==> src/rtl/gpio_edge_pkg.sv <==
package gpio_edge_pkg;
  localparam int unsigned REG_IDX_W = 3;

  typedef enum logic [REG_IDX_W-1:0] {
    REG_LEVEL = 3'd0,
    REG_DIR   = 3'd1,
    REG_SET   = 3'd2,
    REG_CLR   = 3'd3,
    REG_RISE  = 3'd4,
    REG_FALL  = 3'd5,
    REG_STAT  = 3'd6,
    REG_ALT   = 3'd7
  } reg_sel_e;
endpackage

==> src/rtl/gpio_edge_sync.sv <==
module gpio_edge_sync #(
  parameter int unsigned W      = 28,
  parameter int unsigned STAGES = 2
) (
  input  logic         clk,
  input  logic         rst,
  input  logic [W-1:0] async_i,
  output logic [W-1:0] sync_o
);
  logic [W-1:0] stage_q [STAGES];

  for (genvar s = 0; s < STAGES; s++) begin : g_stage
    if (s == 0) begin : g_first
      always_ff @(posedge clk) begin
        if (rst) stage_q[s] <= '0;
        else     stage_q[s] <= async_i;
      end
    end else begin : g_next
      always_ff @(posedge clk) begin
        if (rst) stage_q[s] <= '0;
        else     stage_q[s] <= stage_q[s-1];
      end
    end
  end

  assign sync_o = stage_q[STAGES-1];
endmodule

==> src/rtl/gpio_edge_detect.sv <==
module gpio_edge_detect #(
  parameter int unsigned W = 28
) (
  input  logic         clk,
  input  logic         rst,
  input  logic [W-1:0] sample_i,
  input  logic [W-1:0] dir_i,
  input  logic [W-1:0] rise_en_i,
  input  logic [W-1:0] fall_en_i,
  input  logic [W-1:0] clr_mask_i,
  output logic [W-1:0] status_o
);
  logic [W-1:0] prev_q;
  logic [W-1:0] status_q;
  logic [W-1:0] rise_hit;
  logic [W-1:0] fall_hit;
  logic [W-1:0] any_hit;

  always_comb begin
    rise_hit = sample_i & ~prev_q & rise_en_i & ~dir_i;
    fall_hit = ~sample_i & prev_q & fall_en_i & ~dir_i;
    any_hit  = rise_hit | fall_hit;
  end

  always_ff @(posedge clk) begin
    if (rst) begin
      prev_q   <= '0;
      status_q <= '0;
    end else begin
      prev_q   <= sample_i;
      // a fresh edge outranks a clear aimed at the same bit
      status_q <= (status_q & ~clr_mask_i) | any_hit;
    end
  end

  assign status_o = status_q;

  assert_no_status_on_output_R8: assert property (@(posedge clk) disable iff (rst)
    ((status_q & ~$past(status_q) & $past(dir_i)) == '0));

  assert_no_status_when_disabled_R8: assert property (@(posedge clk) disable iff (rst)
    ((status_q & ~$past(status_q) & ~$past(rise_en_i) & ~$past(fall_en_i)) == '0));

  assert_clear_honoured_R9: assert property (@(posedge clk) disable iff (rst)
    ((status_q & $past(clr_mask_i) & ~$past(any_hit)) == '0));
endmodule

==> src/rtl/gpio_edge_irq.sv <==
module gpio_edge_irq #(
  parameter int unsigned W    = 28,
  parameter int unsigned NDED = 11
) (
  input  logic            clk,
  input  logic            rst,
  input  logic [W-1:0]    status_i,
  output logic [NDED-1:0] irq_pin_o,
  output logic            irq_upper_o
);
  for (genvar i = 0; i < NDED; i++) begin : g_line
    always_ff @(posedge clk) begin
      if (rst) irq_pin_o[i] <= 1'b0;
      else     irq_pin_o[i] <= status_i[i];
    end
  end

  assert_irq_follows_status_R10: assert property (@(posedge clk) disable iff (rst)
    1'b1 |=> (irq_pin_o == $past(status_i[NDED-1:0])));

  if (W > NDED) begin : g_upper
    logic upper_q;
    always_ff @(posedge clk) begin
      if (rst) upper_q <= 1'b0;
      else     upper_q <= |status_i[W-1:NDED];
    end
    assign irq_upper_o = upper_q;

    assert_upper_irq_R11: assert property (@(posedge clk) disable iff (rst)
      1'b1 |=> (irq_upper_o == $past(|status_i[W-1:NDED])));
  end else begin : g_no_upper
    assign irq_upper_o = 1'b0;
  end
endmodule

==> src/rtl/gpio_edge_regs.sv <==
module gpio_edge_regs
  import gpio_edge_pkg::*;
#(
  parameter int unsigned W = 28
) (
  input  logic                 clk,
  input  logic                 rst,
  input  logic [REG_IDX_W-1:0] addr_i,
  input  logic                 wr_en_i,
  input  logic [W-1:0]         wr_data_i,
  input  logic                 rd_en_i,
  output logic [W-1:0]         rd_data_o,
  input  logic [W-1:0]         sample_i,
  input  logic [W-1:0]         status_i,
  output logic [W-1:0]         dir_o,
  output logic [W-1:0]         rise_en_o,
  output logic [W-1:0]         fall_en_o,
  output logic [W-1:0]         clr_mask_o,
  output logic [W-1:0]         pin_out_o
);
  reg_sel_e     sel;
  logic [W-1:0] latch_q, dir_q, rise_q, fall_q, alt_q, set_shadow_q;
  logic [W-1:0] rd_mux;
  logic [W-1:0] level;

  assign sel = reg_sel_e'(addr_i);

  always_ff @(posedge clk) begin
    if (rst) begin
      latch_q      <= '0;
      dir_q        <= '0;
      rise_q       <= '0;
      fall_q       <= '0;
      alt_q        <= '0;
      set_shadow_q <= '0;
    end else if (wr_en_i) begin
      unique case (sel)
        REG_DIR:  dir_q <= wr_data_i;
        REG_SET: begin
          latch_q      <= latch_q | wr_data_i;
          set_shadow_q <= wr_data_i;
        end
        REG_CLR:  latch_q <= latch_q & ~wr_data_i;
        REG_RISE: rise_q  <= wr_data_i;
        REG_FALL: fall_q  <= wr_data_i;
        REG_ALT:  alt_q   <= wr_data_i;
        default: ;
      endcase
    end
  end

  assign clr_mask_o = (wr_en_i && sel == REG_STAT) ? wr_data_i : '0;

  always_comb begin
    level = (latch_q & dir_q) | (sample_i & ~dir_q);
    unique case (sel)
      REG_LEVEL: rd_mux = level;
      REG_DIR:   rd_mux = dir_q;
      REG_SET:   rd_mux = set_shadow_q;
      REG_CLR:   rd_mux = '0;
      REG_RISE:  rd_mux = rise_q;
      REG_FALL:  rd_mux = fall_q;
      REG_STAT:  rd_mux = status_i;
      REG_ALT:   rd_mux = alt_q;
      default:   rd_mux = '0;
    endcase
  end

  always_ff @(posedge clk) begin
    if (rst) begin
      rd_data_o <= '0;
      pin_out_o <= '0;
    end else begin
      if (rd_en_i) rd_data_o <= rd_mux;
      pin_out_o <= latch_q & dir_q;
    end
  end

  assign dir_o     = dir_q;
  assign rise_en_o = rise_q;
  assign fall_en_o = fall_q;

  assert_set_drives_high_R2: assert property (@(posedge clk) disable iff (rst)
    (wr_en_i && sel == REG_SET) |=> ((latch_q & $past(wr_data_i)) == $past(wr_data_i)));

  assert_clear_drives_low_R3: assert property (@(posedge clk) disable iff (rst)
    (wr_en_i && sel == REG_CLR) |=> ((latch_q & $past(wr_data_i)) == '0));

  assert_pin_out_masked_R4: assert property (@(posedge clk) disable iff (rst)
    ((pin_out_o & ~$past(dir_q)) == '0));

  assert_alt_isolated_R12: assert property (@(posedge clk) disable iff (rst)
    (wr_en_i && sel == REG_ALT) |=> ($stable(latch_q) && $stable(dir_q)));
endmodule

==> src/rtl/gpio_edge_ctrl.sv <==
module gpio_edge_ctrl
  import gpio_edge_pkg::*;
#(
  parameter int unsigned NUM_PINS      = 28,
  parameter int unsigned NUM_DEDICATED = 11,
  parameter int unsigned SYNC_STAGES   = 2
) (
  input  logic                     clk,
  input  logic                     rst,
  input  logic [REG_IDX_W-1:0]     bus_addr,
  input  logic                     bus_wr_en,
  input  logic [NUM_PINS-1:0]      bus_wr_data,
  input  logic                     bus_rd_en,
  output logic [NUM_PINS-1:0]      bus_rd_data,
  input  logic [NUM_PINS-1:0]      pin_in,
  output logic [NUM_PINS-1:0]      pin_out,
  output logic [NUM_DEDICATED-1:0] irq_pin,
  output logic                     irq_upper
);
  logic [NUM_PINS-1:0] sample, dir, rise_en, fall_en, clr_mask, status;

  gpio_edge_sync #(.W(NUM_PINS), .STAGES(SYNC_STAGES)) u_sync (
    .clk(clk), .rst(rst), .async_i(pin_in), .sync_o(sample)
  );

  gpio_edge_regs #(.W(NUM_PINS)) u_regs (
    .clk(clk), .rst(rst),
    .addr_i(bus_addr), .wr_en_i(bus_wr_en), .wr_data_i(bus_wr_data),
    .rd_en_i(bus_rd_en), .rd_data_o(bus_rd_data),
    .sample_i(sample), .status_i(status),
    .dir_o(dir), .rise_en_o(rise_en), .fall_en_o(fall_en),
    .clr_mask_o(clr_mask), .pin_out_o(pin_out)
  );

  gpio_edge_detect #(.W(NUM_PINS)) u_detect (
    .clk(clk), .rst(rst), .sample_i(sample), .dir_i(dir),
    .rise_en_i(rise_en), .fall_en_i(fall_en), .clr_mask_i(clr_mask),
    .status_o(status)
  );

  gpio_edge_irq #(.W(NUM_PINS), .NDED(NUM_DEDICATED)) u_irq (
    .clk(clk), .rst(rst), .status_i(status),
    .irq_pin_o(irq_pin), .irq_upper_o(irq_upper)
  );
endmodule

==> config.mk <==
export PLATFORM = sky130hd
export DESIGN_NAME = gpio_edge_ctrl
export DESIGN_NICKNAME = d
export VERILOG_FILES = /design/src/rtl/gpio_edge_pkg.sv /design/src/rtl/gpio_edge_sync.sv /design/src/rtl/gpio_edge_detect.sv /design/src/rtl/gpio_edge_irq.sv /design/src/rtl/gpio_edge_regs.sv /design/src/rtl/gpio_edge_ctrl.sv
export SDC_FILE = /design/constraint.sdc
export NUM_CORES = 1
export LEC_CHECK = 0
export ABC_CLOCK_PERIOD_IN_PS = 2300
export BUFFER_PORTS_ARGS = -buffer_cell sky130_fd_sc_hd__buf_4
export CORE_ASPECT_RATIO = 0.8
export CORE_UTILIZATION = 28
export CTS_CLUSTER_DIAMETER = 30
export CTS_CLUSTER_SIZE = 30
export DETAILED_ROUTE_END_ITERATION = 10
export SYNTH_ARGS = -nofsm -noshare
export SYNTH_HDL_FRONTEND = slang
export SYNTH_HIERARCHICAL = 1
export SYNTH_SLANG_ARGS = --single-unit
==> constraint.sdc <==
create_clock -name clk -period 2.3 [get_ports clk]
set_input_delay 0.575 -clock clk [delete_from_list [all_inputs] [get_ports clk]]
set_output_delay 0.575 -clock clk [all_outputs]
set_load 0.01 [all_outputs]
After elaboration in Yosys (flattened, before gate mapping)
Memory sizes are Yosys's and may differ from the RTL's.
Index checks and enable logic that the tools add are counted.
{"block": "word_totals", "ff_bits": 292, "latchBits": 0, "ram_bits": 56, "romBits": 0, "in_bits": 63, "out_inout_bits": 68, "wordCells": 69, "memories": 1}
{"block": "classes", "n_addsub": 0, "multipliers": 0, "div_mod_pow": 0, "magnitude_cmp": 0, "n_eq_ne": 7, "n_shift": 0, "muxes": 8, "n_bitwise": 21, "reduce_logical": 10}
{"name": "u_sync.stage_q", "words": 2, "word_bits": 28, "read_ports": 2, "rd_ports_with_merged_regs": 0, "wr": 2, "line_no": "gpio_edge_sync.sv:10", "text": "logic [W-1:0] stage_q [STAGES];"}
{"op": "AND 28 bit", "n": 10}
{"op": "one-hot mux 28 bit (8 select lines)", "n": 1}
{"op": "NOT 28 bit", "n": 5}
{"op": "OR 28 bit", "n": 4}
{"op": "2-to-1 mux 28 bit", "n": 3}
{"op": "one-hot mux 28 bit (2 select lines)", "n": 1}
{"op": "OR reduction 17 bit", "n": 1}
{"op": "== test 3 bit (second input constant)", "n": 4}
{"op": "AND reduction 2 bit", "n": 6}
{"op": "== test 3 x 2 -> 1 bit (second input constant)", "n": 2}
{"op": "== test 3 x 1 -> 1 bit (second input constant)", "n": 1}
{"op": "logical NOT 3 bit", "n": 1}
{"op": "2-to-1 mux 1 bit", "n": 3}
{"op": "OR 1 bit", "n": 2}
{"op": "nonzero test 2 bit", "n": 1}
{"op": "logical AND 1 bit", "n": 1}

Depth between registers and ports, before layout
Gate-level depths: netlist (run 1).
{"block": "logic_depth", "word_depth": 6, "depth_mapped": 7, "ltp_nobuf": 5}

Modules after synthesis
The synthesis (run 1) kept the hierarchy.
{"module": "gpio_edge_regs", "instances": 1, "cells_per_inst": 1199, "area_each_um2": 9562.9, "seq_area_each_um2": 4484.3}
{"module": "gpio_edge_detect", "instances": 1, "cells_per_inst": 230, "area_each_um2": 2399.8, "seq_area_each_um2": 1121.1}
{"module": "gpio_edge_sync", "instances": 1, "cells_per_inst": 118, "area_each_um2": 1610.3, "seq_area_each_um2": 1121.1}
{"module": "gpio_edge_irq", "instances": 1, "cells_per_inst": 31, "area_each_um2": 364.1, "seq_area_each_um2": 240.2}

Least setup slack after synthesis (run 1)
No wires, ideal clock.
{"block": "synth_timing", "path_type": "input to register", "from": "input bus_addr[0]", "to": "register u_regs.dir_q[10] (netlist: u_regs/dir_o[10])", "setup_ns": 0.132, "arrival_ns": 1.677, "t_required_ns": 2.168, "setup_slack_ns": 0.491, "cell_stages": 7, "path_buffers": 3, "cell_sequence": "buf_4 > buf_4 > nor2b_1 > nand3b_2 > buf_2 > nand2_1 > a21oi_1"}
{"block": "synth_via", "elab_chain_cells": 2}
{"element": "start, declared", "line_no": "gpio_edge_ctrl.sv:10", "text": "input logic [REG_IDX_W-1:0] bus_addr,"}
{"element": "== test 3 x 1 -> 1 bit", "line_no": "gpio_edge_regs.sv:37", "text": "unique case (sel)"}
{"element": "AND reduction 2 bit (no line)"}
{"element": "end signal, assigned", "line_no": "gpio_edge_regs.sv:38", "text": "REG_DIR: dir_q <= wr_data_i;"}
{"element": "end, declared", "line_no": "gpio_edge_regs.sv:22", "text": "logic [W-1:0] latch_q, dir_q, rise_q, fall_q, alt_q, set_shadow_q;"}
No other way between the ends.
A chain may end at the register's enable or synchronous reset.

Final worst setup path (run 1)
{"block": "layout_timing", "from": "register u_regs.rd_data_o[14]", "to": "output bus_rd_data[14]"}
{"element": "start, declared", "line_no": "gpio_edge_regs.sv:12", "text": "output logic [W-1:0] rd_data_o,"}
{"element": "start signal, assigned", "line_no": "gpio_edge_regs.sv:74", "text": "if (rd_en_i) rd_data_o <= rd_mux;"}
{"element": "end, declared", "line_no": "gpio_edge_ctrl.sv:14", "text": "output logic [NUM_PINS-1:0] bus_rd_data,"}
No word-level cell between the ends.

==> metrics.txt, run 1 <==
status=finished clean; total number of vias=11.8k; Die ar.=0.0507 mm^2; GR Util met3=0.0365; Root Buffer Master=clkbuf_16; CP Cell Sequence=buf_4; syn nets=1,641; # hold bufs at CTS=0; CTS tree=done; part of the power in registers=0.379; Slew @ Worst Pin=719 ps; power per cell area=926 mW/mm^2; nets=1,785; clock tree buffer depth=3; setup ws final=approximately 530 ps; Hold Path Class=input port to register; final setup fails=0; most common cell after layout, fill and taps aside=nand2_1; leakage=6.58 nW; initial DRC count=920; Fmax=between 500 and 600 MHz; vias in the first global route=about 12k; Max Clock Skew=12.7 ps; Hold Vio Cnt, Final=0; DRT antenna net count=0; total grt overflow=0; most frequent cells in the layout=391 x nand2_1, 348 x dfxtp_1, 176 x a21oi_1; htree depth=2; MaxCap Viol Count=0; Startpoint Class=register; Avg Vias per Cell=4.85; worst slack, placed=139 ps; async set or reset register ratio after synthesis=0; synthesized area=0.0139 mm^2; Clock Sinks=348; GP Congestion=0.865; total routed wirelength=44.9 mm; critical path type=register to output port; met2 Use GR=0.266; critical path's top delay family=flip-flops; dpl cell area=0.0158 mm^2; clock share of power=0.565; Net Sw Power=3.98 mW; post-synth top area share=0.500; Internal=~13 mW; post-CTS sizing=0; setup_tns=0 ps; Max rail drop VDD=roughly 0.00055 V; share of layout cells above drive strength 1=0.215; Post-CTS Setup Repair Bufs=0; first-pass GRT wire length=68.6 mm; yosys warns=6; Area Overhead vs Synth=28.7%; final instance area=0.0179 mm^2; library cells used by synthesis=48; unrepaired setup endpoints after global routing=no; combinational power share=0.056; sw frac=0.240; Slew headroom=0.521; HPWL Detailed=29.3 mm; Crit Path Max Fanout=2; flops & latches, synth=348; crit end category=output port; Critical-path top delay cell=dfxtp_1; Critical Path RT=1730 ps; most area-consuming cells after synthesis=dfxtp_1 50%, nand2_1 11%, a21oi_1 6.3%; Max Slew Vio Count=0; grt peak-use layer=met2; core area=between 0.04 and 0.05 mm^2; cells after synthesis=1,578; Skew-Pair Late Insertion Delay=between 500 and 600 ps; port bufs=130; # IOs=131; Final Cycle Share=0.770; largest net degree at the start of global routing=~110; 1st-pass router iterations=5; CTS Buf Count=61; num rows=72; area leader, netlist=dfxtp_1; Critical Path AT=1200 ps; die height=between 200 and 250 um; max incr delay on CP=440 ps; sequential share of the synthesized area=0.500; GRT Resource Usage Total=0.175; reg2reg setup slack=810 ps; met1 GRT Util=0.247; Post-synth EDFFs=0; clock transition at the registers of the reported paths=60 ps; Mapped Avg Cell Area=8.83 um^2; Initial Utilization=0.286; ys flop type=dfxtp_1; CP Buf/Inv Count=1; Tmin final=1770 ps; die width=251 um; DRC=0; fin util=0.368; initial antenna violation count=2; Routed WL per cell=18.4 um
kinds of logic after synthesis:
logic type / share of synthesized area
AO/OA/AOI/OAI: 0.157
buffers and inverters: 0.0413
flip-flops: 0.500
multiplexers: 0.0395
AND/OR/NAND/NOR: 0.262
per-stage QoR:
step / power, mW / hold WS, ps / cells
floorplan: 6.90 / 414 / 1578
global placement: 7.33 / 425 / 2325
detailed placement: 7.35 / 422 / 2325
CTS: 16.8 / 171 / 2440
global route: 17.2 / 176 / 2441
finish: 16.6 / 198 / 2441
metal layers:
metal	vias up	routed length (um)
li1	5680	-
met1	5647	20200
met2	455	20000
met3	61	3910
met4	0	749
met5	-	0
sequential cells by signal, indices dropped and copies added (netlist names), named ones only:
name	flops
u_sync/stage_q	56
u_detect/prev_q	28
u_detect/status_o	28
u_regs/alt_q	28
u_regs/dir_o	28
u_regs/fall_en_o	28
u_regs/pin_out_o	28
u_regs/rd_data_o	28
u_regs/rise_en_o	28
u_regs/set_shadow_q	28
u_irq/irq_pin_o	11
u_irq/irq_upper_o	1
final cells by class:
class                      count  area, um^2
fill                        4936       30800
clock inverter                42         484
timing repair buffer         182        1510
tap                          666         833
sequential                   348        6970
inverter                      13        48.8
multi-input combinational   1116        6410
clock buffer                  73        1680
antenna                        1        2.50
worst paths after layout:
check	endpoint	startpoint	depth (start not counted)
worst max-delay path	bus_rd_data[14]	u_regs/rd_data_o[14]	1
worst min-delay path	u_sync/stage_q[0][6]	pin_in[6]	2
worst max register to register	u_irq/irq_upper_o	u_detect/status_o[21]	3
worst min register to register	u_sync/stage_q[1][10]	u_sync/stage_q[0][10]	1
Yosys cell counts, drive strengths merged, types with 9 or more instances:
master / count
mux2: 16
o32ai: 14
buf: 57
a31oi: 9
nor2: 33
mux2i: 37
nand3: 20
a21oi: 204
and3: 29
nand3b: 57
a221oi: 16
o21ai: 14
clkbuf: 44
a21o: 28
o2bb2ai: 10
nand2b: 41
nand2: 391
and2: 31
inv: 13
o211ai: 20
dfxtp: 348
nor2b: 107
power by group through the flow:
stage	Combinational, mW	Clock [mW]	Sequential (mW)
finish	0.937	9.37	6.29
global route	1.01	9.85	6.31
CTS	0.935	9.52	6.29
detailed placement	0.932	0	6.42
global placement	0.920	0	6.41
floorplan	0.516	0	6.39
No activity file was read; power rests on OpenSTA's default activity.
==> run 2, diff against run 1 <==
--- a/config.mk
+++ b/config.mk
@@ -5,7 +5,7 @@
 export SDC_FILE = /design/constraint.sdc
 export NUM_CORES = 1
 export LEC_CHECK = 0
-export ABC_CLOCK_PERIOD_IN_PS = 2300
+export ABC_CLOCK_PERIOD_IN_PS = 1900
 export BUFFER_PORTS_ARGS = -buffer_cell sky130_fd_sc_hd__buf_4
 export CORE_ASPECT_RATIO = 0.8
 export CORE_UTILIZATION = 28
==> constraint.sdc (replaced) <==
create_clock -name clk -period 1.9 [get_ports clk]
set_input_delay 0.475 -clock clk [delete_from_list [all_inputs] [get_ports clk]]
set_output_delay 0.475 -clock clk [all_outputs]
set_load 0.01 [all_outputs]
==> run 2 against run 1 <==
Net effect:
- sequential cell count unchanged
- first-iteration DRC count increased by 14%
- routed wire length hardly changed
- largest cell class unchanged
==> metrics.txt, run 2 (synthesis gave the netlist of run 1 again) <==
status=finished clean (unchanged); Routed WL per cell=18.3 um (was 18.4 um); total routed wirelength=44.9 mm (about the same); DRC=0 (unchanged); num rows=72 (unchanged); Slew headroom=0.621 (was 0.521); Hold Path Class=input port to register (unchanged); Fmax=587 MHz; critical path's top delay family=flip-flops (unchanged); Clock Sinks=348 (unchanged); Die ar.=0.0507 mm^2 (unchanged); 1st-pass router iterations=5 (unchanged); combinational power share=0.060 (was 0.056); fill cell count=4,915 (was 4,936); # hold bufs at CTS=0 (unchanged); initial DRC count=1,051 (was 920); htree depth=2 (unchanged); first-pass GRT wire length=68.3 mm (was 68.6 mm); die height=202 um (unchanged); Hold Vio Cnt, Final=0 (unchanged); most frequent cells in the layout=391 x nand2_1, 348 x dfxtp_1, 178 x buf_4 (was 391 x nand2_1, 348 x dfxtp_1, 176 x a21oi_1); initial antenna violation count=0 (was 2); storage element area=0.00697 mm^2 (unchanged); Area Overhead vs Synth=29.1% (was 28.7%); core area=0.0487 mm^2 (unchanged); total number of vias=11.9k (was 11.8k); Root Buffer Master=clkbuf_16 (unchanged); clock tree buffer depth=3 (unchanged); final setup fails=0 (unchanged); crit end category=output port (unchanged); CP Buf/Inv Count=1 (unchanged); Final Cycle Share=0.896; Net Sw Power=4.84 mW (was 3.98 mW); ant diodes=0 (was 1); max incr delay on CP=460 ps (was 440 ps); Pwr Total=19.4 mW (was 16.6 mW); most common cell after layout, fill and taps aside=nand2_1 (unchanged); worst slack, placed=-14.7 ps (was 139 ps); port bufs=130 (unchanged); DRT antenna net count=0 (unchanged); critical path type=register to output port (unchanged); Startpoint Class=register (unchanged); CTS Buf Count=61 (unchanged); share of layout cells above drive strength 1=0.222 (was 0.215); Avg Vias per Cell=4.86 (was 4.85); part of the power in registers=0.392 (was 0.379); Max Clock Skew=13.0 ps (was 12.7 ps); Critical-path top delay cell=dfxtp_1 (unchanged); GRT Resource Usage Total=0.174 (was 0.175); Initial Utilization=0.286 (unchanged); die width=251 um (unchanged); nets=1,800 (was 1,785); post-CTS sizing=0 (unchanged); Max rail drop VDD=0.000746 V (was 0.000553 V); register with the most flip-flops=u_sync/stage_q (unchanged); Max Slew Vio Count=0 (unchanged); MaxCap Viol Count=0 (unchanged); total grt overflow=0 (unchanged); clock transition at the registers of the reported paths=50 ps (was 60 ps); vias in the first global route=11.6k (was 11.7k); clock share of power=0.548 (was 0.565); Tmin final=1700 ps; HPWL Detailed=29.7 mm (was 29.3 mm); # IOs=131 (unchanged); largest net degree at the start of global routing=113 (was 112); Post-CTS Setup Repair Bufs=0 (unchanged); Critical Path RT=1420 ps (was 1730 ps); Critical Path AT=1230 ps (was 1200 ps); CTS tree=done (unchanged); reg2reg setup slack=430 ps (was 810 ps); Slew @ Worst Pin=568 ps (was 719 ps); max reg flops=56 (unchanged); CP Cell Sequence=buf_4 (unchanged); sw frac=0.249 (was 0.240); Skew-Pair Late Insertion Delay=590 ps (about the same); unrepaired setup endpoints after global routing=no (unchanged); Multi-input gate area=0.00641 mm^2 (unchanged); power per cell area=1080 mW/mm^2 (was 926 mW/mm^2); GP Congestion=0.862 (was 0.865); Internal=14.6 mW (was 12.6 mW); Crit Path Max Fanout=2 (unchanged); leakage=6.59 nW (was 6.58 nW); setup ws final=198 ps (was 528 ps)
==> run 2: cell types whose count changed in the layout (fill, tap and decap cells not counted), moves of 2 or more <==
| cell | delta |
|---|---|
| clkinvlp_4 | +6 |
| clkbuf_16 | -2 |
| inv_6 | +2 |
| clkbuf_8 | -4 |
| clkinv_4 | +2 |
| buf_12 | +7 |
| buf_4 | +8 |
| bufinv_16 | -3 |
| inv_8 | -2 |
==> run 2: cell type report <==
type,instances,share of cell area
clock buffers,66,0.0875
clock inverters,48,0.0254
inverters,13,0.00271
multi-input cells,1116,0.356
flip-flops and latches,348,0.387
well taps,666,0.0463
repair buffers,197,0.0951
==> run 2: per-stage QoR <==
step                TNS [ps]   util  hold WS, ps  cells  cell area [um^2]
floorplan                  0      -          414   1578             13900
global placement       -21.9  0.328          422   2340             16000
detailed placement     -14.7  0.328          423   2340             16000
CTS                        0  0.369         75.8   2454             18000
global route               0  0.369         83.1   2454             18000
finish                     0  0.369         96.2   2454             18000
==> run 2: per-layer routing <==
layer  track usage  wire length, um  vias to the layer above
met1         0.244            20900                     5706
met5             0                0                        -
met4        0.0501              982                        0
met2         0.265            19600                      445
met3        0.0384             3430                       73
li1              -                -                     5691
==> run 2: power groups by stage <==
| stage | Clock (mW) | Combinational [mW] | Sequential [mW] |
|---|---|---|---|
| after global placement | 0 | 1.14 | 7.76 |
| after detailed placement | 0 | 1.15 | 7.77 |
| after CTS | 10.8 | 1.16 | 7.62 |
| final | 10.7 | 1.16 | 7.62 |
| after floorplan | 0 | 0.625 | 7.73 |
| after global routing | 11.2 | 1.25 | 7.63 |
==> run 2: worst paths after layout <==
| path | from | endpoint | cells after the start |
|---|---|---|---|
| max reg2reg | u_detect/status_o[21] | u_irq/irq_upper_o | 4 |
| min reg2reg | u_sync/stage_q[0][9] | u_sync/stage_q[1][9] | 1 |
| max | u_regs/rd_data_o[11] | bus_rd_data[11] | 1 |
| min | pin_in[10] | u_sync/stage_q[0][10] | 2 |
==> run 3, diff against run 2 <==
--- a/config.mk
+++ b/config.mk
@@ -5,7 +5,7 @@
 export SDC_FILE = /design/constraint.sdc
 export NUM_CORES = 1
 export LEC_CHECK = 0
-export ABC_CLOCK_PERIOD_IN_PS = 1900
+export ABC_CLOCK_PERIOD_IN_PS = 2000
 export BUFFER_PORTS_ARGS = -buffer_cell sky130_fd_sc_hd__buf_4
 export CORE_ASPECT_RATIO = 0.8
 export CORE_UTILIZATION = 28
==> constraint.sdc (replaced) <==
create_clock -name clk -period 2 [get_ports clk]
set_input_delay 0.5 -clock clk [delete_from_list [all_inputs] [get_ports clk]]
set_output_delay 0.5 -clock clk [all_outputs]
set_load 0.01 [all_outputs]
==> run 3 against run 2 <==
Net effect:
- register-to-register slack better by 90 ps
- utilization up 0.24 points
- sequential share of layout area down 0.25 points
- die area unchanged
- setup slack better by 78 ps
- highest routed layer unchanged
==> metrics.txt, run 3 (synthesis gave the netlist of run 1 again) <==
status=finished clean (unchanged); Critical Path RT=1500 ps (was 1420 ps); CP startpoint=u_regs/rd_data_o[14] (was u_regs/rd_data_o[11]); share of layout cells above drive strength 1=0.224 (was 0.222); end of the critical path=bus_rd_data[14] (was bus_rd_data[11]); GRT Resource Usage Total=0.175 (was 0.174); worst reg2reg path depth=3 (was 4); Max rail drop VDD=0.000670 V (was 0.000746 V); first-pass GRT wire length=68.9 mm (was 68.3 mm); CTS tree=done (unchanged); met2 WL post-DR=19.7 mm (was 19.6 mm); max reg flops=56 (unchanged); Routed WL per cell=18.3 um (about the same); die height=202 um (unchanged); Final Cycle Share=0.862; Initial Utilization=0.286 (unchanged); register with the most flip-flops=u_sync/stage_q (unchanged); MaxCap Viol Count=0 (unchanged); HPWL Detailed=29.9 mm (was 29.7 mm); Critical-path top delay cell=dfxtp_1 (unchanged); unrepaired setup endpoints after global routing=no (unchanged); Slew headroom=0.457 (was 0.621); vias in the first global route=11.7k (was 11.6k); final setup fails=0 (unchanged); htree depth=2 (unchanged); total grt overflow=0 (unchanged); Startpoint Class=register (unchanged); Top Layer Used=met4 (unchanged); Crit Path Max Fanout=2 (unchanged); CP Buf/Inv Count=1 (unchanged); Root Buffer Master=clkbuf_16 (unchanged); clock tree buffer depth=3 (unchanged); Post-CTS Setup Repair Bufs=0 (unchanged); Hold Vio Cnt, Final=0 (unchanged); Crit path depth=1 (unchanged); post-CTS sizing=0 (unchanged); core area=0.0487 mm^2 (unchanged); most common cell after layout, fill and taps aside=nand2_1 (unchanged); num rows=72 (unchanged); most frequent cells in the layout=391 x nand2_1, 348 x dfxtp_1, 185 x buf_4 (was 391 x nand2_1, 348 x dfxtp_1, 178 x buf_4); Fmax=580 MHz; total number of vias=12.1k (was 11.9k); hold_sp=pin_in[16] (was pin_in[10]); power per cell area=1060 mW/mm^2 (was 1080 mW/mm^2); clock transition at the registers of the reported paths=50 ps (about the same); ant diodes=0 (unchanged); Die ar.=0.0507 mm^2 (unchanged); FF-to-FF Start=u_detect/status_o[21] (unchanged); WL met3=3.71 mm (was 3.43 mm); die width=251 um (unchanged); Slew @ Worst Pin=814 ps (was 568 ps); max incr delay on CP=450 ps (was 460 ps); DRT met1 WL=20.7 mm (was 20.9 mm); Hold Path Class=input port to register (unchanged); leakage=6.66 nW (was 6.59 nW); critical path's top delay family=flip-flops (unchanged); initial antenna violation count=1 (was 0); total routed wirelength=44.9 mm (about the same); CP Cell Sequence=buf_4 (unchanged); largest net degree at the start of global routing=96 (was 113); Critical Path AT=1220 ps (was 1230 ps); CTS Buf Count=61 (unchanged); FF-to-FF End=u_irq/irq_upper_o (unchanged); DRT antenna net count=0 (unchanged); reg2reg setup slack=520 ps (was 430 ps); setup_tns=0 ps (unchanged); port bufs=130 (unchanged); DRC=0 (unchanged); Max Slew Vio Count=0 (unchanged); # IOs=131 (unchanged); Max Clock Skew=26.2 ps (was 13.0 ps); nets=1,803 (was 1,800); crit end category=output port (unchanged); 1st-pass router iterations=5 (unchanged); Tmin final=between 1500 and 2000 ps; critical path type=register to output port (unchanged); initial DRC count=1,025 (was 1,051); GP Congestion=0.863 (was 0.862); Area Overhead vs Synth=30.0% (was 29.1%); # hold bufs at CTS=0 (unchanged); Clock Sinks=348 (unchanged); Skew-Pair Late Insertion Delay=600 ps (was 590 ps); Avg Vias per Cell=4.90 (was 4.86); fin util=0.372 (was 0.369)
[run 3: changes by cell type in the layout (fill, tap and decap cells not counted), sizes merged]
cell,delta
bufinv,+4
buf,+3
inv,-3
clkbuf,+2
clkinvlp,-2
clkinv,+1
[run 3: worst min path at each step]
stage,endpoint,cells after the start
after floorplan,u_sync/stage_q[1][14],1
after detailed placement,u_sync/stage_q[1][19],1
after global placement,u_sync/stage_q[1][7],1
after CTS,u_sync/stage_q[0][13],2
after global routing,u_sync/stage_q[0][24],2
final,u_sync/stage_q[0][16],2
[run 3: power by group]
part / leakage [nW] / switching, mW / internal (mW) / total (mW)
clock network: 1.04 / 3.86 / 6.97 / 10.8
logic: 2.79 / 0.659 / 0.448 / 1.11
registers: 2.83 / 0.124 / 7.11 / 7.24
total: 6.66 / 4.64 / 14.5 / 19.2
[run 3: stage by stage]
step | hold WS (ps) | instance area [um^2] | power [mW] | worst slack (ps) | cells
finish | 109 | 18100 | 19.2 | 276 | 2459
global route | 108 | 18100 | 19.8 | 209 | 2459
CTS | 101 | 18100 | 19.3 | 274 | 2459
detailed placement | 422 | 15900 | 8.47 | 11.4 | 2343
global placement | 423 | 15900 | 8.46 | 16.8 | 2343
floorplan | 414 | 13900 | 7.94 | 266 | 1578
[run 3: routing by layer]
metal | track usage | vias up
li1 | - | 5714
met1 | 0.246 | 5795
met2 | 0.265 | 479
met3 | 0.0431 | 64
met4 | 0.0444 | 0
met5 | 0 | -
[run 3: final cells by class]
| type | count | area, um^2 |
|---|---|---|
| well taps | 666 | 833 |
| fillers | 4881 | 30600 |
| flip-flops and latches | 348 | 6970 |
| multi-input cells | 1116 | 6410 |
| clock buffers | 68 | 1630 |
| inverters | 13 | 48.8 |
| repair buffers | 200 | 1680 |
| clock inverters | 48 | 551 |
